<file path="src/rtl/arb_pkg.sv">
package arb_pkg;
  typedef enum logic {
    ARB_FIXED  = 1'b0,
    ARB_ROTATE = 1'b1
  } arb_mode_e;
endpackage

</file>
<file path="src/rtl/arb_bus_mon.sv">
module arb_bus_mon (
  input  logic clk_i,
  input  logic rst_ni,
  input  logic frame_ni,
  input  logic irdy_ni,
  output logic idle_o,
  output logic start_o,
  output logic end_o
);
  logic idle_prev_q;

  assign idle_o  = frame_ni & irdy_ni;
  assign start_o = ~frame_ni & idle_prev_q;
  assign end_o   = idle_o & ~idle_prev_q;

  always_ff @(posedge clk_i or negedge rst_ni) begin
    if (!rst_ni) idle_prev_q <= 1'b1;
    else         idle_prev_q <= idle_o;
  end
endmodule

</file>
<file path="src/rtl/arb_pick.sv">
module arb_pick #(
  parameter int N_MASTERS = 4,
  parameter int IDX_W     = 2
) (
  input  logic [N_MASTERS-1:0] req_i,
  input  logic [IDX_W-1:0]     base_i,
  output logic                 valid_o,
  output logic [IDX_W-1:0]     idx_o
);
  int p;

  // walk downward so the nearest index to base_i is assigned last
  always_comb begin
    valid_o = 1'b0;
    idx_o   = '0;
    p       = 0;
    for (int k = N_MASTERS - 1; k >= 0; k--) begin
      p = (int'(base_i) + k) % N_MASTERS;
      if (req_i[p]) begin
        valid_o = 1'b1;
        idx_o   = p[IDX_W-1:0];
      end
    end
  end
endmodule

</file>
<file path="src/rtl/arb_onehot_enc.sv">
module arb_onehot_enc #(
  parameter int N_MASTERS = 4,
  parameter int IDX_W     = 2
) (
  input  logic [N_MASTERS-1:0] vec_i,
  output logic [IDX_W-1:0]     idx_o
);
  always_comb begin
    idx_o = '0;
    for (int i = 0; i < N_MASTERS; i++) begin
      if (vec_i[i]) idx_o = idx_o | IDX_W'(i);
    end
  end
endmodule

</file>
<file path="src/rtl/bus_arbiter.sv">
module bus_arbiter #(
  parameter int                 N_MASTERS = 4,
  parameter arb_pkg::arb_mode_e MODE      = arb_pkg::ARB_FIXED
) (
  input  logic                 clk_i,
  input  logic                 rst_ni,
  input  logic [N_MASTERS-1:0] req_ni,
  input  logic                 frame_ni,
  input  logic                 irdy_ni,
  output logic [N_MASTERS-1:0] gnt_no
);
  localparam int IDX_W = (N_MASTERS > 1) ? $clog2(N_MASTERS) : 1;
  localparam logic [IDX_W-1:0] LAST_IDX = IDX_W'(N_MASTERS - 1);

  logic [N_MASTERS-1:0] req, gnt_q, gnt_d;
  logic [IDX_W-1:0]     win_idx, gnt_idx, owner_q, ptr_q, search_base;
  logic                 win_valid, keep, owner_vld_q;
  logic                 bus_idle, start_evt, end_evt;

  assign req    = ~req_ni;
  assign gnt_no = ~gnt_q;

  arb_bus_mon u_mon (
    .clk_i   (clk_i),
    .rst_ni  (rst_ni),
    .frame_ni(frame_ni),
    .irdy_ni (irdy_ni),
    .idle_o  (bus_idle),
    .start_o (start_evt),
    .end_o   (end_evt)
  );

  arb_pick #(.N_MASTERS(N_MASTERS), .IDX_W(IDX_W)) u_pick (
    .req_i  (req),
    .base_i (search_base),
    .valid_o(win_valid),
    .idx_o  (win_idx)
  );

  arb_onehot_enc #(.N_MASTERS(N_MASTERS), .IDX_W(IDX_W)) u_enc (
    .vec_i(gnt_q),
    .idx_o(gnt_idx)
  );

  // grant survives only while its holder remains the winner; any change goes through all-idle
  assign keep = (gnt_q != '0) && win_valid && gnt_q[win_idx];

  always_comb begin
    if (gnt_q == '0) gnt_d = win_valid ? (N_MASTERS'(1) << win_idx) : '0;
    else             gnt_d = keep ? gnt_q : '0;
  end

  always_ff @(posedge clk_i or negedge rst_ni) begin
    if (!rst_ni) gnt_q <= '0;
    else         gnt_q <= gnt_d;
  end

  // owner of the transaction on the bus, for rotation on completion
  always_ff @(posedge clk_i or negedge rst_ni) begin
    if (!rst_ni) begin
      owner_q     <= '0;
      owner_vld_q <= 1'b0;
      ptr_q       <= '0;
    end else begin
      if (start_evt && (gnt_q != '0)) begin
        owner_q     <= gnt_idx;
        owner_vld_q <= 1'b1;
      end else if (end_evt) begin
        owner_vld_q <= 1'b0;
      end
      if (end_evt && owner_vld_q)
        ptr_q <= (owner_q == LAST_IDX) ? '0 : owner_q + 1'b1;
    end
  end

  if (MODE == arb_pkg::ARB_ROTATE) begin : g_rotate
    assign search_base = ptr_q;
  end else begin : g_fixed
    logic unused_ptr;
    assign search_base = '0;
    assign unused_ptr  = ^{ptr_q, bus_idle};
  end

  assert_gnt_onehot_R2: assert property (@(posedge clk_i) disable iff (!rst_ni)
    $onehot0(gnt_q)) else $error("R2 multiple grants");

  assert_gnt_gap_R7: assert property (@(posedge clk_i) disable iff (!rst_ni)
    (gnt_q != '0) |=> (gnt_q == '0) || (gnt_q == $past(gnt_q)))
    else $error("R7 grant moved without gap");

  assert_idle_grant_R3: assert property (@(posedge clk_i) disable iff (!rst_ni)
    ((gnt_q == '0) && (req != '0)) |=> (gnt_q != '0))
    else $error("R3 pending request not granted");

  assert_drop_release_R8: assert property (@(posedge clk_i) disable iff (!rst_ni)
    ((gnt_q != '0) && ((gnt_q & req) == '0)) |=> (gnt_q == '0))
    else $error("R8 grant kept by non-requester");

  assert_no_req_release_R11: assert property (@(posedge clk_i) disable iff (!rst_ni)
    (req == '0) |=> (gnt_q == '0)) else $error("R11 grant parked");

  if (MODE == arb_pkg::ARB_FIXED) begin : g_fixed_chk
    assert_fixed_lowest_R4: assert property (@(posedge clk_i) disable iff (!rst_ni)
      ((gnt_q == '0) && (req != '0)) |=> (gnt_q == ($past(req) & (~$past(req) + 1'b1))))
      else $error("R4 not lowest requester");
  end
endmodule

</file>
<file path="config.mk">
export PLATFORM = sky130hd
export DESIGN_NAME = bus_arbiter
export DESIGN_NICKNAME = d
export VERILOG_FILES = /design/src/rtl/arb_pkg.sv /design/src/rtl/arb_bus_mon.sv /design/src/rtl/arb_pick.sv /design/src/rtl/arb_onehot_enc.sv /design/src/rtl/bus_arbiter.sv
export SDC_FILE = /design/constraint.sdc
export NUM_CORES = 1
export LEC_CHECK = 0
export BUFFER_PORTS_ARGS = -buffer_cell sky130_fd_sc_hd__buf_2
export CAP_MARGIN = 20
export CORE_AREA = 2 2 39 41
export CTS_BUF_LIST = sky130_fd_sc_hd__clkbuf_2
export DETAILED_ROUTE_END_ITERATION = 10
export DIE_AREA = 0 0 41 43
export SLEW_MARGIN = 20
export SYNTH_ARGS = -nofsm -noshare
export SYNTH_HDL_FRONTEND = slang
export SYNTH_SLANG_ARGS = --single-unit
</file>
<file path="constraint.sdc">
create_clock -name clk_i -period 3.66 [get_ports clk_i]
set_clock_uncertainty 0.2 [all_clocks]
set_input_delay 0.366 -clock clk_i [delete_from_list [all_inputs] [get_ports clk_i]]
set_output_delay 0.366 -clock clk_i [all_outputs]
set_load 0.005 [all_outputs]
</file>
==> metrics.csv <==
stage;metric;value;unit
cells_and_area;fillcell total;157;
timing;RSZ-0062 raised after global routing;false;
cells_and_area;Largest regs;gnt_q (4);
synth;cell area after synthesis;270;um2
clock_network;post-CTS setup buffer count;0;
timing;Slew HR;0.731;
cells_and_area;max reg flops;4;
synth;top cell type's share of synthesized area;0.370;
worst_setup_path;CP Buf/Inv Count;0;
die;Die Width;41;um
synth;cell taking the most area after synthesis;dfrtp_1;
die;DIE AREA;1760;um2
worst_setup_path;CP Cell Sequence;nor4_2 -> nand3_1 -> o32ai_1;
worst_setup_path;worst stage delay on the critical path;0.44;ns
timing;Tightest Pin Transition;0.400;ns
timing;Setup Viol. Count Final;0;
die;Initial Util;0.195;
cells_and_area;area of the multi-input gates;144;um2
clock_network;Post-CTS Hold Buffers;1;
global_routing;largest net degree at the start of global routing;9;
route;initial drt markers;1;
placed_design;Placed Area;328;um2
pwr;total power;0.000183;W
worst_setup_path;CP delay by family, top;simple AND/OR/NAND/NOR gates;
global_routing;total track usage;0.0988;
min_path;hold crit path type;primary input to flip-flop;
cells_and_area;Sequential Area;100;um2
worst_setup_path;Crit Path Max Fanout;6;
die;Row Count;14;
cells_and_area;Biggest register;gnt_q;
placed_design;post-DP HPWL;508;um
pwr;Max VDD drop;0.000160;V
cells_and_area;P&R area growth vs syn;30.6;%
worst_setup_path;CP max stage cell;dfrtp_1;
clock_network;clk_lat worst skew;0.20;ns
worst_setup_path;Worst Path Required;3.56;ns
cells_and_area;final instance area;353;um2
clock_network;post-cts resize count;0;
synth;syn avg cell area;9.65;um2
timing;final hold vios;0;
worst_setup_path;crit path DAT;1.34;ns
cells_and_area;nets;50;
synth;Post-Syn Instances;28;
synth;Seq/Total Area, Yosys;0.370;
route;Post-route DRC;0;
timing;Max Fclk;697;MHz
synth;synthesized net count;36;
route;vias per cell;4.63;
pwr;Pleak;0.152;nW
route;routed wire length per instance;10.9;um
worst_setup_path;crit path kind;flip-flop to flip-flop;
timing;setup TNS;0;ns
global_routing;number of global-route vias before repair;263;
die;core area;1380;um2
clock_network;H-tree levels;1;
route;final WL;612;um
timing;period utilization;0.392;
global_routing;first-pass GRT wire length;1120;um
placed_design;number of I/O port buffers;9;
pwr;PD cells;520;nW/um2
route;drt pass-1 iters;2;
global_routing;gr ovfl total;0;
synth;top cells by area, synth;dfrtp_1 37%, inv_1 6.9%, o2111ai_1 6.5%, o32ai_1 6.5%, nor4_2 4.6%;
placed_design;Routability Congestion;0.786;
clock_network;CTS Buffer Depth;2;
timing;Pins Over Slew Limit;0;
clock_network;Worst-path clk slew;0.04;ns
synth;Synth Register Bits;4;
die;I/O Pins;12;
clock_network;TritonCTS buffer count;3;
clock_network;clk root buf;clkbuf_2;
clock_network;CTS tree;done;
global_routing;antenna violations before repair;0;
synth;Ys Warns;0;
timing;post-layout min period;1.43;ns
worst_setup_path;Setup crit end kind;flip-flop;
cells_and_area;n_diodes;0;
cells_and_area;layout cells sized above 1;0.350;
job;Max Cap Viol;0;
clock_network;CTS sink cnt;4;
synth;Yosys cell types;19;
run_status;outcome;complete, no violations;
worst_setup_path;CP Launch Type;flip-flop;
route;Vias;259;
route;Post-DRT Antenna Nets;0;
die;die height;43;um
[cell families (layout without fill, tap and decap cells)]
kind of cell | after synthesis | after routing | synth area share
AND/OR/NAND/NOR | 11 | 11 | 0.301
flip-flops | 4 | 4 | 0.370
AO/OA/AOI/OAI | 7 | 7 | 0.232
buffers and inverters | 6 | 18 | 0.0972
[Yosys cell counts (all sizes together)]
cell	number
inv	5
buf	1
or3b	1
nand3	1
dfrtp	4
nor3	1
o2111ai	2
nand3b	1
o31ai	1
nor4	1
nand4b	1
nand4bb	1
nand2	1
nor2b	1
nor2	1
o32ai	2
o211ai	2
and3b	1
[path summary, 6_finish.rpt]
path	slack, ns	cells past startpoint	to	startpoint
max reg2reg	2.23	3	gnt_q[2]	gnt_q[0]
min in group asynchronous	0.29	2	gnt_q[2]	rst_ni
min	0.20	2	gnt_q[2]	req_ni[2]
max	2.23	3	gnt_q[2]	gnt_q[0]
max in group asynchronous	2.85	2	gnt_q[1]	rst_ni
min reg2reg	0.40	2	gnt_q[2]	gnt_q[2]
[area by class of cell]
class	count	share of cell area
Multi-Input combinational cell	18	0.408
Sequential cell	4	0.284
Timing Repair Buffer	10	0.156
Tap cell	16	0.0567
Inverter	5	0.0532
Clock buffer	3	0.0426
[cell usage in the layout, fill, tap and decap left out, drive strengths merged]
cell	n
or3b	1
nor2	1
nand2	1
nor2b	1
nand3b	1
nand4b	1
nand3	1
o2111ai	2
nand4bb	1
o211ai	2
dfrtp	4
o31ai	1
nor4	1
and3b	1
inv	5
o32ai	2
clkbuf	3
buf	9
dlygate4sd3	1
nor3	1
[worst register-to-register path, stage by stage (launching register included)]
cell,delay [ns]
dfrtp_1,0.44
nor4_2,0.43
nand3_1,0.13
o32ai_1,0.14
[through the flow]
stage | util | instances | hold slack (ns) | setup WS (ns)
after floorplan | - | 28 | -0.130 | 2.24
after global placement | 0.237 | 52 | -0.0285 | 2.13
after detailed placement | 0.237 | 52 | -0.0246 | 2.12
after CTS | 0.255 | 56 | 0.192 | 2.20
after global routing | 0.255 | 56 | 0.217 | 2.08
final | 0.255 | 56 | 0.205 | 2.23
[layer usage]
layer  GRT usage  vias up  routed length (um)
met3      0.0733        0                  25
met4      0.0400        0                   0
met5           0        -                   0
met2       0.141        6                 321
met1       0.107      121                 266
li1            -      132                   -
[power breakdown]
| group | switching [W] | internal (W) | leakage, nW |
|---|---|---|---|
| sequential | 0.0000174 | 0.0000567 | 0.0531 |
| combinational | 0.0000361 | 0.0000347 | 0.0869 |
| clock | 0.0000166 | 0.0000220 | 0.0125 |
| total | 0.0000701 | 0.000113 | 0.152 |
Note: power is estimated with default switching activity, not from simulation.
